$ cat src/rtl/clkbr_pkg.sv
package clkbr_pkg;

    typedef enum logic {
        ST_OFF = 1'b0,
        ST_ON  = 1'b1
    } br_state_e;

    localparam logic [3:0] CODE_OFF    = 4'b1000;
    localparam logic [3:0] CODE_ON     = 4'b0000;
    localparam logic [3:0] CODE_ON_FSM = 4'b0010;

    localparam int CODE_W = 4;

endpackage

$ cat src/rtl/clkbr_regs.sv
module clkbr_regs
    import clkbr_pkg::*;
#(
    parameter int DATA_W     = 32,
    parameter int NUM_VOTERS = 8
) (
    input  logic              clk,
    input  logic              rst_n,
    input  logic              wr_i,
    input  logic              sel_i,
    input  logic [DATA_W-1:0] wdata_i,
    input  logic [CODE_W-1:0] code_i,
    output logic [DATA_W-1:0] rdata_o,
    output logic              en_o,
    output logic [NUM_VOTERS-1:0] votes_o
);

    localparam int CODE_LSB = DATA_W - CODE_W;

    logic                  en_q;
    logic [NUM_VOTERS-1:0] votes_q;
    logic                  unused_wdata;

    assign unused_wdata = ^wdata_i;

    always_ff @(posedge clk or negedge rst_n) begin
        if (!rst_n) begin
            en_q    <= 1'b0;
            votes_q <= '0;
        end else if (wr_i) begin
            if (!sel_i) en_q    <= wdata_i[0];
            else        votes_q <= wdata_i[NUM_VOTERS-1:0];
        end
    end

    always_comb begin
        rdata_o = '0;
        if (!sel_i) begin
            rdata_o[0]                       = en_q;
            rdata_o[DATA_W-1:CODE_LSB]       = code_i;
        end else begin
            rdata_o[NUM_VOTERS-1:0]          = votes_q;
        end
    end

    assign en_o    = en_q;
    assign votes_o = votes_q;

    p_en_store_r2: assert property (@(posedge clk) disable iff (!rst_n)
        (wr_i && !sel_i) |=> (en_o == $past(wdata_i[0])));

    p_vote_hold_r4: assert property (@(posedge clk) disable iff (!rst_n)
        !(wr_i && sel_i) |=> $stable(votes_o));

endmodule

$ cat src/rtl/clkbr_sync.sv
module clkbr_sync #(
    parameter int STAGES = 1
) (
    input  logic clk,
    input  logic rst_n,
    input  logic d_i,
    output logic q_o
);

    generate
        if (STAGES == 0) begin : g_bypass
            assign q_o = d_i;
        end else begin : g_chain
            logic [STAGES-1:0] chain_q;
            always_ff @(posedge clk or negedge rst_n) begin
                if (!rst_n) chain_q <= '0;
                else        chain_q <= {chain_q[STAGES-2+((STAGES>1)?0:1):0], d_i};
            end
            assign q_o = chain_q[STAGES-1];
        end
    endgenerate

endmodule

$ cat src/rtl/clkbr_status_fsm.sv
module clkbr_status_fsm
    import clkbr_pkg::*;
(
    input  logic              clk,
    input  logic              rst_n,
    input  logic              req_i,
    input  logic              fsm_mode_i,
    output logic              running_o,
    output logic [CODE_W-1:0] code_o
);

    br_state_e state_q, state_d;

    always_ff @(posedge clk or negedge rst_n) begin
        if (!rst_n) state_q <= ST_OFF;
        else        state_q <= state_d;
    end

    always_comb begin
        state_d = state_q;
        unique case (state_q)
            ST_OFF: if (req_i)  state_d = ST_ON;
            ST_ON:  if (!req_i) state_d = ST_OFF;
            default: state_d = ST_OFF;
        endcase
    end

    always_comb begin
        running_o = 1'b0;
        code_o    = CODE_OFF;
        unique case (state_q)
            ST_OFF: begin
                running_o = 1'b0;
                code_o    = CODE_OFF;
            end
            ST_ON: begin
                running_o = 1'b1;
                code_o    = fsm_mode_i ? CODE_ON_FSM : CODE_ON;
            end
            default: begin
                running_o = 1'b0;
                code_o    = CODE_OFF;
            end
        endcase
    end

    p_code_legal_r8: assert property (@(posedge clk) disable iff (!rst_n)
        $onehot0(code_o));

endmodule

$ cat src/rtl/clkbr_gate.sv
module clkbr_gate
    import clkbr_pkg::*;
#(
    parameter int DATA_W      = 32,
    parameter int NUM_VOTERS  = 8,
    parameter int SYNC_STAGES = 2
) (
    input  logic              clk,
    input  logic              rst_n,
    input  logic              reg_wr,
    input  logic              reg_sel,
    input  logic [DATA_W-1:0] reg_wdata,
    output logic [DATA_W-1:0] reg_rdata,
    input  logic              fsm_mode,
    input  logic              clk_en_in,
    output logic              clk_en_out,
    output logic [3:0]        branch_code
);

    localparam int CHAIN = SYNC_STAGES - 1;

    logic                  en_w;
    logic [NUM_VOTERS-1:0] votes_w;
    logic                  eff_req;
    logic                  req_sync;
    logic                  running;
    logic [CODE_W-1:0]     code_w;

    clkbr_regs #(
        .DATA_W     (DATA_W),
        .NUM_VOTERS (NUM_VOTERS)
    ) u_regs (
        .clk     (clk),
        .rst_n   (rst_n),
        .wr_i    (reg_wr),
        .sel_i   (reg_sel),
        .wdata_i (reg_wdata),
        .code_i  (code_w),
        .rdata_o (reg_rdata),
        .en_o    (en_w),
        .votes_o (votes_w)
    );

    assign eff_req = en_w | (|votes_w);

    clkbr_sync #(
        .STAGES (CHAIN)
    ) u_sync (
        .clk   (clk),
        .rst_n (rst_n),
        .d_i   (eff_req),
        .q_o   (req_sync)
    );

    clkbr_status_fsm u_fsm (
        .clk        (clk),
        .rst_n      (rst_n),
        .req_i      (req_sync),
        .fsm_mode_i (fsm_mode),
        .running_o  (running),
        .code_o     (code_w)
    );

    assign clk_en_out  = clk_en_in & running;
    assign branch_code = code_w;

    p_on_lag_r6: assert property (@(posedge clk) disable iff (!rst_n)
        eff_req |-> ##SYNC_STAGES running);

    p_off_lag_r7: assert property (@(posedge clk) disable iff (!rst_n)
        !eff_req |-> ##SYNC_STAGES !running);

    p_gate_r9: assert property (@(posedge clk) disable iff (!rst_n)
        clk_en_out |-> (clk_en_in && branch_code[3] == 1'b0));

    p_vote_or_r5: assert property (@(posedge clk) disable iff (!rst_n)
        (|votes_w) |-> ##SYNC_STAGES !branch_code[3]);

endmodule

$ cat config.mk
export PLATFORM = sky130hd
export DESIGN_NAME = clkbr_gate
export DESIGN_NICKNAME = d
export VERILOG_FILES = /design/src/rtl/clkbr_pkg.sv /design/src/rtl/clkbr_regs.sv /design/src/rtl/clkbr_sync.sv /design/src/rtl/clkbr_status_fsm.sv /design/src/rtl/clkbr_gate.sv
export SDC_FILE = /design/constraint.sdc
export NUM_CORES = 1
export LEC_CHECK = 0
export ABC_AREA = 1
export BUFFER_PORTS_ARGS = -buffer_cell sky130_fd_sc_hd__buf_2
export CORE_ASPECT_RATIO = 1.1
export CORE_MARGIN = 2
export CORE_UTILIZATION = 37
export CTS_CLUSTER_DIAMETER = 200
export DETAILED_ROUTE_END_ITERATION = 8
export PLACE_DENSITY = 0.83
export SYNTH_ARGS = -nofsm -noshare
export SYNTH_HDL_FRONTEND = slang
export SYNTH_SLANG_ARGS = --single-unit
$ cat constraint.sdc
create_clock -name clk -period 1.3 [get_ports clk]
set_clock_uncertainty 0.05 [all_clocks]
set_input_delay 0.065 -clock clk [delete_from_list [all_inputs] [get_ports clk]]
set_output_delay 0.065 -clock clk [all_outputs]
set_load 0.02 [all_outputs]
==> results.py <==
metrics = {
    "yosys": {
        "synthDominantCellAreaShare": 0.370,
        "synth-seq-cells": 11,
        "async_flop_share": 1.00,
        "synth_common_cells": "30 x nand2_1, 25 x buf_4, 11 x dfrtp_1, 11 x inv_1, 7 x nand3_1",
        "synth_top_cell_by_area": "dfrtp_1",
        "syn_area_sq_um": 743,
        "ys_seq_area_frac": 0.370,
        "synth_ff_type": "dfrtp_1",
        "synth_cells": 99,
        "yosysWarnings": 0,
        "syn_area_per_cell_sq_um": 7.51,
        "synth_cell_type_count": 15,
        "synth_edf_count": 0,
        "synth_most_common_cell": "nand2_1",
        "synth_area_leaders": "dfrtp_1 37%, buf_4 25%, nand2_1 15%",
    },
    "cts": {
        "cts_tree": "built",
        "insertion_delay_ns": 0.28,
        "clkSinkCount": 11,
        "ctsResizeCount": 0,
        "htreeDepth": 1,
        "cts_buffers": 3,
        "clock_path_buffers": 2,
        "cts-root-buf": "clkbuf_4",
        "clk_pin_slew_ns": 0.08,
    },
    "floorplanning": {
        "initial_core_util": 0.380,
        "io_pins": 75,
        "core_sq_um": 1960,
        "die_w_microns": 46.7,
        "rows": 17,
        "dieArea_sq_um": 2380,
        "die_y_microns": 51.0,
    },
    "finish": {
        "nFillCells": 214,
        "layout-drive-gt1-share": 0.246,
        "layout.nets": 173,
        "areaGrowthSynthToFinish_pct": 20.9,
        "diodes": 0,
    },
    "placement": {
        "port-buffer-count": 26,
        "post-dp-hpwl_microns": 1070,
        "globalplace.congestion": 0.734,
        "dp_slack_ns": 0.353,
    },
    "route": {
        "route.detailed.drc": 0,
        "ant_nets": 0,
        "drt_iter0_markers": 5,
        "routed_via_density": 3.94,
        "routedWlPerCell_microns": 9.28,
        "dr.pass1.iters": 4,
        "num_vias": 639,
        "drt_wl_total_microns": 1500,
    },
    "global_routing": {
        "grt_overflow": 0,
        "grt_pass1_vias": 597,
        "antenna_found_initial": 0,
        "grt_max_degree": 20,
        "grt_usage": 0.140,
        "grt_pass1_wl_microns": 2380,
    },
    "worst_setup_path": {
        "reg2reg_from": "u_regs.votes_o[3]",
        "cp_num_cells": 3,
        "worstPathMaxFanout": 3,
        "path_cells": "nand2_1 -> nand2_1 -> buf_2",
        "crit_path_max_incr_delay_ns": 0.38,
        "worst_path_most_repeated_cell": "nand2_1",
        "crit_path_end_kind": "primary output",
        "crit_family": "flip-flops",
        "critical_path_buf_inv_count": 1,
        "setup.worst_path.start_class": "register",
        "slowest_stage": "dfrtp_1",
        "rr_worst_depth": 3,
        "crit_start": "u_regs.votes_o[0]",
        "crit_required_ns": 1.19,
        "crit_arrival_ns": 1.00,
        "critPathKind": "reg2out",
    },
    "worst_hold_path": {
        "min_from": "reg_wr",
        "hold_class": "in2reg",
        "holdPathStages": 3,
    },
    "timing": {
        "rsz0062_at_grt": "false",
        "fin_crit_ns": 1.11,
        "final-max-slew-violation-count": 0,
        "setup_viol": 0,
        "finalSetupTns_ns": 0,
        "setup_ws_ns": 0.188,
        "min_period_over_period": 0.855,
        "hold_violations": 0,
        "max_freq_ghz": 0.900,
    },
    "pwr": {
        "comb_power_share": 0.294,
        "power.net_switching_mw": 0.342,
        "ir_drop_uv": 578,
        "p_leak_nw": 0.587,
        "swShare": 0.371,
        "clockPowerShare": 0.261,
        "internal-power_mw": 0.580,
        "power_density_nw_per_um2": 1030,
        "p_seq_frac": 0.445,
    },
    "outcome": {
        "status": "finished, final reports clean",
    },
    "flow_run": {
        "drv_cap": 0,
    },
}
==> cells in the final DEF (no fill, tap or decap), drive strengths merged <==
cell type	Yosys	layout
nand2	32	32
buf	27	26
conb	1	24
inv	12	12
dfrtp	11	11
dlygate4sd3	0	9
nand3	7	7
nor2	5	5
clkbuf	0	3
o21ai	2	2
or2	1	1
nor3	1	1
clkinv	0	1
==> cell families after synthesis <==
group / count (synthesis) / synth area share
other: 1 / 0.00505
and+or+nand+nor: 46 / 0.263
DFF: 11 / 0.370
buffers and inverters: 39 / 0.348
AOI/OAI and AO/OA: 2 / 0.0135
==> final cells by class <==
cell class | instances | area, sq um | area share
tap | 28 | 35.0 | 0.0390
timing repair buffer | 35 | 220 | 0.245
clock inverter | 1 | 5.00 | 0.00557
multi-input combinational | 72 | 295 | 0.329
clock buffer | 3 | 22.5 | 0.0251
inverter | 12 | 45.0 | 0.0501
sequential | 11 | 275 | 0.306
==> through the flow <==
step                cell area, sq um   util  hold WS, ns  std cells  total power [mW]
finish                           898  0.459       0.0938        162             0.922
global route                     898  0.459        0.105        162             0.979
CTS                              898  0.459       0.0876        162             0.928
detailed placement               781  0.399       -0.100        149             0.665
global placement                 781  0.399       -0.111        149             0.655
floorplan                        830      -       -0.281        122             0.654
==> what timing repair did <==
item | CTS | global route
hold buffers | 9 | 0
hold endpoints to repair | 20 | 0
setup buffers | 0 | 0
endpoints found under the setup margin | 0 | 0
==> sequential cells by signal (all words and copies together) (netlist names) <==
register	cells
u_regs.votes_o	8
u_regs.en_o	1
u_sync.q_o	1
u_fsm.state_q	1
==> power groups by stage <==
stage                     Sequential (mW)  Combinational (mW)  Clock, mW
after floorplan                     0.407               0.247          0
after global placement              0.413               0.242          0
after detailed placement            0.416               0.249          0
after CTS                           0.409               0.270      0.249
after global routing                0.415               0.302      0.263
final                               0.410               0.271      0.241
==> worst paths after layout <==
path | endpoint | slack (ns)
setup reg to reg | u_sync.q_o | 0.36
hold reg to reg | u_fsm.state_q | 0.30
hold / removal | u_regs.votes_o[7] | 0.09
max in group asynchronous | u_regs.votes_o[4] | 0.85
min in group asynchronous | u_regs.en_o | 0.14
setup / recovery | reg_rdata[0] | 0.19
==> worst reg2reg max path, delay by kind of cell, from the launching register on <==
family / cells / cell delay [ns]
flops: 1 / 0.40
simple gates: 3 / 0.39
==> per-layer routing <==
metal	vias to the layer above	wire length, microns	part of all wire	GRT usage
met5	-	0	0	0
met4	0	14	0.0093	0.0694
met3	4	120	0.080	0.0318
met2	35	800	0.53	0.250
met1	284	568	0.38	0.147
li1	316	-	-	-
(Power assumes the default switching activity.)
